[config.mk]
export PLATFORM = sky130hd
export DESIGN_NAME = bunch_clock_gen
export DESIGN_NICKNAME = d
export VERILOG_FILES = /design/src/rtl/bcg_pkg.sv /design/src/rtl/bcg_cmd_delay.sv /design/src/rtl/bcg_divider.sv /design/src/rtl/bcg_train.sv /design/src/rtl/bcg_lat_check.sv /design/src/rtl/bunch_clock_gen.sv
export SDC_FILE = /design/constraint.sdc
export NUM_CORES = 1
export LEC_CHECK = 0
export BUFFER_PORTS_ARGS = -buffer_cell sky130_fd_sc_hd__buf_2
export CORE_AREA = 2 2 66 84
export DETAILED_ROUTE_END_ITERATION = 10
export DIE_AREA = 0 0 68 86
export PLACE_DENSITY_LB_ADDON = 0.15
export SLEW_MARGIN = 25
export SYNTH_ARGS = -nofsm -noshare
export SYNTH_HDL_FRONTEND = slang
export SYNTH_SLANG_ARGS = --single-unit
[constraint.sdc]
create_clock -name clk -period 2.8 [get_ports clk]
set_input_delay 0.28 -clock clk [delete_from_list [all_inputs] [get_ports clk]]
set_output_delay 0.28 -clock clk [all_outputs]
set_load 0.05 [all_outputs]
[src/rtl/bcg_pkg.sv]
package bcg_pkg;
  localparam int unsigned PH_W  = 4;
  localparam int unsigned BURST = 1 << PH_W;

  typedef struct packed {
    logic            vld;
    logic [PH_W-1:0] code;
  } phase_cmd_t;
endpackage

[src/rtl/bcg_cmd_delay.sv]
module bcg_cmd_delay
  import bcg_pkg::*;
#(
  parameter int unsigned DEPTH = 4
) (
  input  logic       clk,
  input  logic       rst,
  input  phase_cmd_t din,
  output phase_cmd_t dout
);
  phase_cmd_t stage_q [DEPTH];

  always_ff @(posedge clk) begin
    if (rst) begin
      for (int i = 0; i < DEPTH; i++) stage_q[i] <= '0;
    end else begin
      stage_q[0] <= din;
      for (int i = 1; i < DEPTH; i++) stage_q[i] <= stage_q[i-1];
    end
  end

  assign dout = stage_q[DEPTH-1];
endmodule

[src/rtl/bcg_divider.sv]
module bcg_divider
  import bcg_pkg::*;
(
  input  logic            clk,
  input  logic            rst,
  input  phase_cmd_t      cmd,
  input  logic            in_train,
  output logic [PH_W-1:0] phase,
  output logic            tick,
  output logic            phase_err
);
  logic [PH_W-1:0] phase_q;
  logic [PH_W-1:0] pend_code_q;
  logic            pend_vld_q;
  logic            err_q;
  logic            load;
  logic [PH_W-1:0] load_val;

  always_comb begin
    load     = 1'b0;
    load_val = pend_code_q;
    if (!in_train) begin
      if (cmd.vld) begin
        load     = 1'b1;
        load_val = cmd.code;
      end else if (pend_vld_q) begin
        load = 1'b1;
      end
    end
  end

  always_ff @(posedge clk) begin
    if (rst) begin
      phase_q     <= '0;
      pend_code_q <= '0;
      pend_vld_q  <= 1'b0;
      err_q       <= 1'b0;
    end else begin
      phase_q <= load ? load_val : phase_q + 1'b1;
      if (cmd.vld && in_train) begin
        pend_vld_q  <= 1'b1;
        pend_code_q <= cmd.code;
        err_q       <= 1'b1;
      end else if (load) begin
        pend_vld_q <= 1'b0;
      end
    end
  end

  assign phase     = phase_q;
  assign tick      = (phase_q == '0);
  assign phase_err = err_q;


  free_run_chk: assert property (@(posedge clk) disable iff (rst)
    !load |=> phase_q == $past(phase_q) + 1'b1);


  phase_err_sticky_chk: assert property (@(posedge clk) disable iff (rst)
    err_q |=> err_q);
endmodule

[src/rtl/bcg_train.sv]
module bcg_train
  import bcg_pkg::*;
#(
  parameter int unsigned CNT_W = 12
) (
  input  logic             clk,
  input  logic             rst,
  input  logic             tick,
  input  logic             train_start,
  input  logic             train_end,
  output logic             in_train,
  output logic             bunch_en,
  output logic [CNT_W-1:0] bunch_cnt
);
  localparam int unsigned SP_W = PH_W + 1;

  logic             in_q;
  logic             end_pend_q;
  logic [CNT_W-1:0] cnt_q;
  logic             end_req;
  logic [SP_W-1:0]  since_q;

  assign end_req  = end_pend_q | train_end;
  assign bunch_en = in_q & tick & ~end_req;

  always_ff @(posedge clk) begin
    if (rst) begin
      in_q       <= 1'b0;
      end_pend_q <= 1'b0;
      cnt_q      <= '0;
    end else if (train_start) begin
      in_q       <= 1'b1;
      end_pend_q <= 1'b0;
      cnt_q      <= '0;
    end else begin
      if (in_q && tick && end_req) begin
        in_q       <= 1'b0;
        end_pend_q <= 1'b0;
      end else if (in_q && train_end) begin
        end_pend_q <= 1'b1;
      end
      if (bunch_en) cnt_q <= cnt_q + 1'b1;
    end
  end

  always_ff @(posedge clk) begin
    if (rst) since_q <= SP_W'(BURST);
    else if (bunch_en) since_q <= SP_W'(1);
    else if (since_q < SP_W'(BURST)) since_q <= since_q + 1'b1;
  end

  assign in_train  = in_q;
  assign bunch_cnt = cnt_q;


  en_spacing_chk: assert property (@(posedge clk) disable iff (rst)
    bunch_en |-> since_q >= SP_W'(BURST));


  start_clear_chk: assert property (@(posedge clk) disable iff (rst)
    train_start |=> (in_q && cnt_q == '0));


  gap_hold_chk: assert property (@(posedge clk) disable iff (rst)
    (!in_q && !train_start) |=> $stable(cnt_q));
endmodule

[src/rtl/bcg_lat_check.sv]
module bcg_lat_check
  import bcg_pkg::*;
(
  input  logic            clk,
  input  logic            rst,
  input  logic            probe,
  input  logic [PH_W-1:0] expect_lat,
  input  logic [PH_W-1:0] phase,
  output logic            done,
  output logic            fault
);
  logic done_q;
  logic fault_q;

  always_ff @(posedge clk) begin
    if (rst) begin
      done_q  <= 1'b0;
      fault_q <= 1'b0;
    end else begin
      done_q  <= probe;
      fault_q <= fault_q | (probe && (phase != expect_lat));
    end
  end

  assign done  = done_q;
  assign fault = fault_q;


  probe_done_chk: assert property (@(posedge clk) disable iff (rst)
    probe |=> done_q);


  lat_fault_sticky_chk: assert property (@(posedge clk) disable iff (rst)
    fault_q |=> fault_q);
endmodule

[src/rtl/bunch_clock_gen.sv]
module bunch_clock_gen
  import bcg_pkg::*;
#(
  parameter int unsigned CNT_W     = 12,
  parameter int unsigned CMD_DELAY = 4
) (
  input  logic             clk,
  input  logic             rst,
  input  logic             phase_set,
  input  logic [3:0]       phase_code,
  input  logic             train_start,
  input  logic             train_end,
  input  logic             lat_probe,
  input  logic [3:0]       lat_expect,
  output logic             bunch_en,
  output logic [CNT_W-1:0] bunch_cnt,
  output logic             in_train,
  output logic             phase_err,
  output logic             lat_done,
  output logic             lat_fault
);
  phase_cmd_t      raw_cmd;
  phase_cmd_t      dly_cmd;
  logic [PH_W-1:0] phase;
  logic            tick;

  assign raw_cmd = '{vld: phase_set, code: phase_code};

  bcg_cmd_delay #(.DEPTH(CMD_DELAY)) u_dly (
    .clk(clk), .rst(rst), .din(raw_cmd), .dout(dly_cmd)
  );

  bcg_divider u_div (
    .clk(clk), .rst(rst), .cmd(dly_cmd), .in_train(in_train),
    .phase(phase), .tick(tick), .phase_err(phase_err)
  );

  bcg_train #(.CNT_W(CNT_W)) u_train (
    .clk(clk), .rst(rst), .tick(tick), .train_start(train_start),
    .train_end(train_end), .in_train(in_train), .bunch_en(bunch_en),
    .bunch_cnt(bunch_cnt)
  );

  bcg_lat_check u_lat (
    .clk(clk), .rst(rst), .probe(lat_probe), .expect_lat(lat_expect),
    .phase(phase), .done(lat_done), .fault(lat_fault)
  );
endmodule

==> results.sh, run 1 <==
export IMPL_grt_max_degree=35
export IMPL_drtPass1Iterations=2
export IMPL_required_ns=2.52
export IMPL_critPathMaxStageDelay_ns=0.63
export IMPL_wl_per_cell_um=10.88
export IMPL_power_density_mw_per_mm2=618.3
export IMPL_grt_pass1_vias=1143
export IMPL_port_buffers=30
export IMPL_vias=1260
export IMPL_postCtsResizedCells=0
export IMPL_hold_class="input pin to register"
export IMPL_die_w_um=68
export IMPL_synth_largest_area_cell="dfxtp_1"
export IMPL_fp_dieArea_mm2=0.005848
export IMPL_drc=0
export IMPL_crit_arrival_ns=1.79
export IMPL_synthAdderAreaFrac_pct=2.168
export IMPL_syn_to_final_growth_pct=18.43
export IMPL_holdBufCountCts=0
export IMPL_synth_distinct_cells=27
export IMPL_worstSetupPathType="register to output pin"
export IMPL_synth_area_mux_share_pct=0
export IMPL_cap_violations=0
export IMPL_synth_simple_gate_area_share_pct=26.66
export IMPL_timing_final_ws_setup_ns=0.7262
export IMPL_synthXorXnorAreaFrac_pct=6.575
export IMPL_dp_slack_ns=0.9036
export IMPL_insertion_delay_ns=0.30
export IMPL_synthTopCellsByArea="dfxtp_1 53%, nor2b_1 7.9%, a21oi_1 4.9%, xor2_1 4.0%, nor2_1 3.5%"
export IMPL_cts_sinks=46
export IMPL_synth_compound_area_share_pct=7.948
export IMPL_ir_drop_mv=0.3154
export IMPL_grt_pass1_wl_mm=5.023
export IMPL_critPathCapture="bunch_en"
export IMPL_finalSetupViolCount=0
export IMPL_synth_edf_count=0
export IMPL_slew_headroom_pct=62.05
export IMPL_skew_ns=0.003041
export IMPL_diodes=0
export IMPL_fin_tns_setup_ns=0
export IMPL_viasPerCell=4.582
export IMPL_hold_viol_final=0
export IMPL_clock_path_buffers=2
export IMPL_slew_violations=0
export IMPL_rrSetupSlack_ns=0.91
export IMPL_cp_slowest_cell="dfxtp_1"
export IMPL_rsz0062_at_grt="no"
export IMPL_postRouteAntennaNets=0
export IMPL_yosysMostFrequentCell="dfxtp_1"
export IMPL_drive_gt1_share_pct=21.13
export IMPL_fmax_mhz=482.2
export IMPL_startpoint_type="register"
export IMPL_chipHeight_um=86
export IMPL_synthTopCellsByCount="46 x dfxtp_1, 22 x nor2b_1, 17 x a21oi_1"
export IMPL_cts_buffers=5
export IMPL_path_clk_slew_ns=0.09
export IMPL_status="complete, no violations"
export IMPL_cp_startpoint="u_train.in_train$_SDFFE_PP0P_"
export IMPL_root_buffer="clkbuf_8"
export IMPL_post_cts_setup_buffer_count=0
export IMPL_period_share_pct=74.07
export IMPL_r2r_start="u_train.in_train$_SDFFE_PP0P_"
export IMPL_synth_cells=181
export IMPL_synth_fp_nets=198
export IMPL_io_pins=31
export IMPL_ys_flop_type="dfxtp_1"
export IMPL_worst_path_max_fanout=16
export IMPL_routed_wl_mm=2.991
export IMPL_drt_initial_drc_count=47
export IMPL_grt_usage_pct=11.18
export IMPL_synth_warning_count=0
export IMPL_reg2reg_depth=5
export IMPL_yosys_area_top_type_share_pct=53.18
export IMPL_synth_seq_area_share_pct=53.18
export IMPL_ys_async_sr_fraction_pct=0
export IMPL_critPathCaptureType="output pin"
export IMPL_tritoncts="built"
export IMPL_ys_seq_elements=46
export IMPL_gp_congestion=0.7561
export IMPL_r2r_end="u_train.bunch_cnt[10]$_SDFFE_PP0P_"
export IMPL_start_util_pct=34.58
export IMPL_synth_top_family_by_area="simple AND/OR/NAND/NOR gates"
export IMPL_tightest_slew_ns=0.5693
export IMPL_antenna_found_initial=0
export IMPL_fin_crit_ns=2.074
export IMPL_hpwl_mm=2.007
export IMPL_row_count=29
export IMPL_p_leak_uw=0.0008118
export IMPL_netlist_area_mm2=0.001732
export IMPL_final_net_count=229
export IMPL_htree_num_levels=2
export IMPL_synth_avg_cell_area_um2=9.567
export IMPL_crit_chain="and4bb_1, buf_4, nand2_1, inv_1, buf_2"
export IMPL_core_area_mm2=0.005007
export IMPL_gr_total_overflow=0
## cell type report
type | count | area, um^2
clock buffers | 5 | 68.82
clock inverters | 3 | 45.04
fillers | 516 | 2957
inverters | 8 | 30.03
multi-input cells | 120 | 750.7
flip-flops and latches | 46 | 920.9
well taps | 62 | 77.57
repair buffers | 31 | 157.7
## how the worst min path moves through the flow
stage                                        start                             end  depth (start not counted)
floorplan                                      rst  u_dly.stage_q[1][2]$_SDFF_PP0_                          1
global placement    u_dly.stage_q[0][1]$_SDFF_PP0_  u_dly.stage_q[1][1]$_SDFF_PP0_                          1
detailed placement  u_dly.stage_q[2][3]$_SDFF_PP0_  u_dly.stage_q[3][3]$_SDFF_PP0_                          1
CTS                                  phase_code[1]  u_dly.stage_q[0][1]$_SDFF_PP0_                          2
global route                         phase_code[3]  u_dly.stage_q[0][3]$_SDFF_PP0_                          2
finish                               phase_code[1]  u_dly.stage_q[0][1]$_SDFF_PP0_                          2
## per-layer routing
metal  share of wire, %  track usage (%)  routed length, um  vias up
li1                   -                -                  -      668
met1                 47            13.47               1418      562
met2                 46            18.18               1376       25
met3                4.9            3.543                146        5
met4                1.7            4.364                 50        0
met5                  0                0                  0        -
## report_power, final
group	internal [uW]	leakage [uW]	switching, uW
Sequential	672	0.000375	14.6
Clock	266	0.0000504	233
Combinational	34.0	0.000386	48.6
## through the flow
step                instance area [um^2]  power (uW)  hold WS (ns)  instances  utilization (%)
global placement                    1937       786.8        0.4167        267            38.68
floorplan                           1732       761.7        0.3516        181                -
global route                        2051        1323        0.1790        275            40.95
detailed placement                  1937       786.8        0.4220        267            38.68
CTS                                 2051        1291        0.1746        275            40.95
finish                              2051        1268        0.1845        275            40.95
## cell usage in the layout (no fill, tap or decap), types with 5 or more instances in the layout
master    synthesis  routed
nor2b_1          22      22
dfxtp_1          46      46
nand4_1           5       5
nor3b_1           5       5
inv_1             8       8
a21oi_1          17      17
xor2_1            8       8
xnor2_1           5       5
buf_2             0      30
clkbuf_8          0       5
nor2_1           16      16
nand2_1           8       8
nand3_1          10      10
## kinds of logic after synthesis
group | Yosys count
xor+xnor | 13
compound gates | 25
simple gates | 79
fa+ha+maj | 3
buf+inv | 15
flops | 46
## state kept, by name (all words and copies together) (netlist names), 4 cells and up
register,count
u_div.phase,4
u_dly.stage_q,20
u_div.pend_code_q,4
u_train.bunch_cnt,12
## worst max-delay path, delay by kind of cell (launching register included)
family	cells	cell delay [ns]
DFF	1	0.63
buffers and inverters	3	0.49
and+or+nand+nor	2	0.37
Power figures use the tool's default switching activity.
==> run 2, diff against run 1 <==
ABC_AREA = 1   (was not set)
CORE_AREA = 2 2 68 86   (was 2 2 66 84)
DIE_AREA = 0 0 70 88   (was 0 0 68 86)
clock period = 1.9 ns   (was 2.8 ns; I/O delays follow)
==> run 2 against run 1 <==
Non-clock buffer count is 2 higher. Global-route usage is 0.92 points higher. Power is 50% higher. Cell count is 24% higher. Worst setup slack worse by 0.56 ns. Clock-buffer cell count stayed put. Sequential power is 47% higher. Wire length is 9.0% higher. Via count is 20% higher. Clock power is 47% higher. Critical endpoint unchanged. Largest cell class unchanged. Highest routed layer unchanged.
==> results.sh, run 2 <==
export IMPL_drc=0
export IMPL_wl_per_cell_um=9.591
export IMPL_critPathMaxStageDelay_ns=0.35
export IMPL_critPathCapture="bunch_en"
export IMPL_startpoint_type="register"
export IMPL_post_cts_setup_buffer_count=0
export IMPL_vias=1506
export IMPL_required_ns=1.71
export IMPL_cp_startpoint="u_div.phase[0]$_SDFF_PP0_"
export IMPL_critPathCaptureType="output pin"
export IMPL_grt_usage_pct=12.11
export IMPL_cts_sinks=46
export IMPL_drtPass1Iterations=3
export IMPL_worst_path_max_fanout=5
export IMPL_final_common_cell="inv_1"
export IMPL_power_density_mw_per_mm2=876.9
export IMPL_post_dp_cell_area_mm2=0.002058
export IMPL_crit_chain="inv_1, ha_1, nand2_1, inv_2, nand2_1, nor2_4, buf_2"
export IMPL_drt_initial_drc_count=38
export IMPL_insertion_delay_ns=0.29
export IMPL_ys_flop_type="dfxtp_1"
export IMPL_ir_drop_mv=0.3819
export IMPL_r2r_end="u_train.bunch_cnt[8]$_SDFFE_PP0P_"
export IMPL_gp_congestion=0.7570
export IMPL_core_area_mm2=0.005330
export IMPL_antenna_found_initial=0
export IMPL_die_w_um=70
export IMPL_ys_seq_elements=46
export IMPL_rrSetupSlack_ns=0.50
export IMPL_root_buffer="clkbuf_8"
export IMPL_cp_slowest_cell="dfxtp_1"
export IMPL_status="complete, no violations"
export IMPL_r2r_start="u_train.bunch_cnt[0]$_SDFFE_PP0P_"
export IMPL_slew_violations=0
export IMPL_hpwl_mm=2.446
export IMPL_synth_fp_nets=257
export IMPL_reg2reg_depth=8
export IMPL_row_count=30
export IMPL_fmax_mhz=578.2
export IMPL_synthTopCellsByArea="dfxtp_1 50%, inv_1 9.6%, nor2_1 8.2%, nand2_1 6.6%, a21oi_1 4.4%"
export IMPL_fp_dieArea_mm2=0.006160
export IMPL_cap_violations=0
export IMPL_clock_path_buffers=2
export IMPL_postRouteAntennaNets=0
export IMPL_period_share_pct=91.02
export IMPL_worstSetupPathType="register to output pin"
export IMPL_grt_max_degree=20
export IMPL_holdBufCountCts=0
export IMPL_hold_viol_final=0
export IMPL_synth_cells=240
export IMPL_fin_crit_ns=1.729
export IMPL_synth_seq_area_share_pct=50.34
export IMPL_synth_avg_cell_area_um2=7.622
export IMPL_rsz0062_at_grt="no"
export IMPL_synth_warning_count=0
export IMPL_slew_headroom_pct=76.30
export IMPL_ys_async_sr_fraction_pct=0
export IMPL_largest_register="u_dly.stage_q"
export IMPL_chipHeight_um=88
export IMPL_path_clk_slew_ns=0.09
export IMPL_p_leak_uw=0.0009580
export IMPL_start_util_pct=34.32
export IMPL_synthTopCellsByCount="47 x inv_1, 46 x dfxtp_1, 40 x nor2_1"
export IMPL_final_cell_mix="47 x inv_1, 46 x dfxtp_1, 40 x nor2_1, 32 x nand2_1, 30 x buf_2"
export IMPL_grt_pass1_wl_mm=5.975
export IMPL_io_pins=31
export IMPL_drive_gt1_share_pct=18.12
export IMPL_routed_wl_mm=3.261
export IMPL_largest_reg_flops=20
export IMPL_synth_edf_count=0
export IMPL_skew_ns=0.002923
export IMPL_design_area_mm2=0.002171
export IMPL_syn_to_final_growth_pct=18.67
export IMPL_htree_num_levels=2
export IMPL_synth_distinct_cells=22
export IMPL_gr_total_overflow=0
export IMPL_hold_class="input pin to register"
export IMPL_diodes=0
export IMPL_viasPerCell=4.429
export IMPL_synth_largest_area_cell="dfxtp_1"
export IMPL_postCtsResizedCells=0
export IMPL_fin_tns_setup_ns=0
export IMPL_final_net_count=292
export IMPL_cts_buffers=5
export IMPL_netlist_area_mm2=0.001829
export IMPL_cpMostUsedCell="nand2_1"
export IMPL_finalSetupViolCount=0
export IMPL_tightest_slew_ns=0.3555
export IMPL_crit_arrival_ns=1.54
export IMPL_port_buffers=30
export IMPL_fill_cells=577
export IMPL_tritoncts="built"
export IMPL_yosys_area_top_type_share_pct=50.34
export IMPL_yosysMostFrequentCell="inv_1"
export IMPL_grt_pass1_vias=1420
-- run 2: changes by cell type in the layout (fill, tap and decap cells not counted), sizes merged, moves of 3 or more --
cell,delta
a211oi,-3
inv,+41
nand2,+24
nor2,+31
nor2b,-22
nor3,+5
nor3b,-5
o21ai,+10
xor2,-5
-- run 2: cell type report --
| class | instances | area (um^2) | share of cell area [%] |
|---|---|---|---|
| sequential | 46 | 920.9 | 42.42 |
| multi-input combinational | 141 | 704.4 | 32.45 |
| inverter | 48 | 180.2 | 8.300 |
| timing repair buffer | 33 | 172.7 | 7.954 |
| tap | 64 | 80.08 | 3.689 |
| clock buffer | 5 | 68.82 | 3.170 |
| clock inverter | 3 | 43.79 | 2.017 |
-- run 2: kinds of logic (layout without fill, tap and decap cells) --
family / after synthesis / in the layout / share of synthesized area (%)
AOI/OAI and AO/OA: 32 / 32 / 8.960
xor gates and xnor gates: 7 / 7 / 3.352
adders and majority gates: 3 / 3 / 2.052
buffers and inverters: 53 / 89 / 11.15
DFF: 46 / 46 / 50.34
and+or+nand+nor: 99 / 99 / 24.14
-- run 2: stage by stage --
stage	std cells	total power (uW)	hold slack (ns)	setup WS [ns]	utilization (%)
3_3_place_gp	332	1195	0.3894	0.5133	38.62
4_1_cts	340	1945	0.07957	0.1399	40.73
3_5_place_dp	332	1197	0.3935	0.4813	38.62
2_1_floorplan	240	1151	0.2970	0.1560	-
5_1_grt	340	2001	0.08186	0.01972	40.73
6_report	340	1904	0.09052	0.1706	40.73
-- run 2: worst max-delay path, delay by kind of cell, from the launching register on --
kind | cells | cell delay (ns)
and+or+nand+nor | 3 | 0.31
adders and majority gates | 1 | 0.14
DFF | 1 | 0.35
buffers and inverters | 3 | 0.44
-- run 2: per-layer routing --
layer / share of wire [%] / track usage, % / vias to the layer above
met1: 48 / 13.82 / 671
met4: 2.0 / 5.245 / 0
met5: 0 / 0 / -
li1: - / - / 804
met3: 4.3 / 3.452 / 5
met2: 46 / 21.21 / 26
-- run 2: worst min path at each step --
| stage | cells after the start | from | end |
|---|---|---|---|
| 6_report | 3 | phase_set | u_dly.stage_q[0][4]$_SDFF_PP0_ |
| 5_1_grt | 3 | phase_code[2] | u_dly.stage_q[0][2]$_SDFF_PP0_ |
| 4_1_cts | 3 | phase_set | u_dly.stage_q[0][4]$_SDFF_PP0_ |
| 3_5_place_dp | 2 | u_dly.stage_q[1][1]$_SDFF_PP0_ | u_dly.stage_q[2][1]$_SDFF_PP0_ |
| 3_3_place_gp | 2 | u_dly.stage_q[0][0]$_SDFF_PP0_ | u_dly.stage_q[1][0]$_SDFF_PP0_ |
| 2_1_floorplan | 2 | phase_code[0] | u_dly.stage_q[0][0]$_SDFF_PP0_ |
-- run 2: report_power, final --
group	switching [uW]	internal, uW
Clock	338	394
Sequential	16.0	993
Combinational	105	56.1
==> run 3, diff against run 2 <==
ABC_AREA = not set   (was 1)
CORE_AREA = 2 2 66 84   (was 2 2 68 86)
DIE_AREA = 0 0 68 86   (was 0 0 70 88)
GPL_TIMING_DRIVEN = 0   (was not set)
==> run 3 against run 2 <==
Combinational power down 14%. Sequential cell count unchanged. Clock-buffer cell count unchanged. Non-clock buffer count up 5. Critical path depth unchanged. Via count down 12%. Critical path type unchanged. Register-to-register slack worse by 0.34 ns. Largest power group unchanged. Maximum frequency down 3.5%.
==> results.sh, run 3 (synthesized netlist as in run 1, its figures left out) <==
export IMPL_hold_start="phase_code[2]"
export IMPL_holdPathStages=2
export IMPL_diodes=0
export IMPL_wl_per_cell_um=11.21
export IMPL_required_ns=1.71
export IMPL_grt_pass1_vias=1190
export IMPL_chipHeight_um=86
export IMPL_fp_dieArea_mm2=0.005848
export IMPL_critPathCaptureType="output pin"
export IMPL_core_area_mm2=0.005007
export IMPL_postRouteAntennaNets=0
export IMPL_skew_ns=0.008936
export IMPL_r2r_start="u_div.phase[0]$_SDFF_PP0_"
export IMPL_final_common_cell="dfxtp_1"
export IMPL_hold_viol_final=0
export IMPL_grt_pass1_wl_mm=5.264
export IMPL_finalSetupViolCount=0
export IMPL_slew_headroom_pct=68.27
export IMPL_syn_to_final_growth_pct=19.87
export IMPL_drc=0
export IMPL_start_util_pct=34.58
export IMPL_rsz0062_at_grt="no"
export IMPL_holdBufCountCts=0
export IMPL_cap_violations=0
export IMPL_final_cell_mix="44 x dfxtp_1, 29 x buf_2, 22 x nor2b_1, 17 x a21oi_1, 16 x nor2_1"
export IMPL_ff_latch_area_um2=925.9
export IMPL_insertion_delay_ns=0.31
export IMPL_crit_arrival_ns=1.60
export IMPL_viasPerCell=4.716
export IMPL_largest_register="u_dly.stage_q"
export IMPL_post_dp_cell_area_mm2=0.001959
export IMPL_port_buffers=30
export IMPL_fill_cells=523
export IMPL_slew_violations=0
export IMPL_power_density_mw_per_mm2=850.1
export IMPL_fin_tns_setup_ns=0
export IMPL_drtPass1Iterations=4
export IMPL_whs_endpoint="u_dly.stage_q[0][2]$_SDFF_PP0_"
export IMPL_grt_max_degree=17
export IMPL_grt_usage_pct=12.19
export IMPL_hpwl_mm=2.332
export IMPL_routed_wl_mm=3.160
export IMPL_cts_buffers=5
export IMPL_htree_num_levels=2
export IMPL_largest_reg_flops=20
export IMPL_multi_input_area_um2=750.7
export IMPL_cts_sinks=46
export IMPL_startpoint_type="register"
export IMPL_clock_path_buffers=2
export IMPL_drt_initial_drc_count=29
export IMPL_row_count=29
export IMPL_hold_class="input pin to register"
export IMPL_p_leak_uw=0.0008210
export IMPL_reg2reg_depth=7
export IMPL_die_w_um=68
export IMPL_design_area_mm2=0.002076
export IMPL_rrSetupSlack_ns=0.16
export IMPL_tritoncts="built"
export IMPL_path_clk_slew_ns=0.09
export IMPL_period_share_pct=94.29
export IMPL_worstSetupPathType="register to output pin"
export IMPL_root_buffer="clkbuf_8"
export IMPL_gr_total_overflow=0
export IMPL_io_pins=31
export IMPL_worst_path_max_fanout=10
export IMPL_vias=1330
export IMPL_r2r_end="u_train.bunch_cnt[10]$_SDFFE_PP0P_"
export IMPL_fin_crit_ns=1.791
export IMPL_final_net_count=236
export IMPL_gp_congestion=0.7060
export IMPL_fmax_mhz=558.2
export IMPL_antenna_found_initial=0
export IMPL_tightest_slew_ns=0.4760
export IMPL_ir_drop_mv=0.5112
export IMPL_status="complete, no violations"
export IMPL_drive_gt1_share_pct=21.82
[run 3: critical path, cell delays in order, from the launching register on]
cell and delay [ns]:
dfxtp_4 0.37, inv_1 0.05, ha_1 0.13, and4bb_1 0.25
buf_6 0.15, nand2_1 0.09, inv_1 0.10, buf_6 0.15
[run 3: report_power, final]
part	switching [uW]	internal, uW	leakage [uW]
logic	80.0	57.7	0.000400
clock network	353	266	0.0000447
registers	17.3	991	0.000376
total	450	1310	0.000821
[run 3: metrics by stage]
step	worst slack (ns)	util (%)	instances	hold WS [ns]	total power, uW
final	0.1086	41.45	282	0.08252	1765
after global routing	0.008485	41.45	282	0.07915	1847
after CTS	0.02952	41.08	281	0.07836	1790
after detailed placement	0.2675	39.13	273	0.4050	1166
after global placement	0.2528	39.13	273	0.3975	1166
after floorplan	0.06150	-	181	0.2616	1122
[run 3: final cells by class]
type	count	share of cell area, %
buffer	7	1.627
inverter	8	1.447
tap	62	3.737
multi-input combinational	120	36.17
timing repair buffer	31	7.896
clock inverter	3	1.206
clock buffer	5	3.315
sequential	46	44.61
[run 3: repair_timing]
item | 4_1_cts | 5_1_grt
endpoints found under the setup margin | 1 | 1
gates resized for setup | 2 | 4
buffers inserted | 0 | 1
[run 3: metal layers]
layer / GRT usage, % / vias to the layer above / wire length, um
li1: - / 681 / -
met1: 12.81 / 618 / 1320
met5: 0 / - / 0
met2: 20.74 / 26 / 1611
met4: 5.455 / 0 / 53
met3: 4.987 / 5 / 175
[run 3: worst max path at each step]
stage	startpoint	end	slack [ns]	cells past startpoint
floorplan	u_train.bunch_cnt[2]$_SDFFE_PP0P_	u_train.bunch_cnt[11]$_SDFFE_PP0P_	0.06	4
CTS	u_div.phase[0]$_SDFF_PP0_	bunch_en	0.03	7
detailed placement	u_div.phase[0]$_SDFF_PP0_	u_train.bunch_cnt[10]$_SDFFE_PP0P_	0.27	6
global placement	u_div.phase[0]$_SDFF_PP0_	u_train.bunch_cnt[10]$_SDFFE_PP0P_	0.25	6
global route	u_div.phase[0]$_SDFF_PP0_	bunch_en	0.008	7
finish	u_div.phase[0]$_SDFF_PP0_	bunch_en	0.11	7
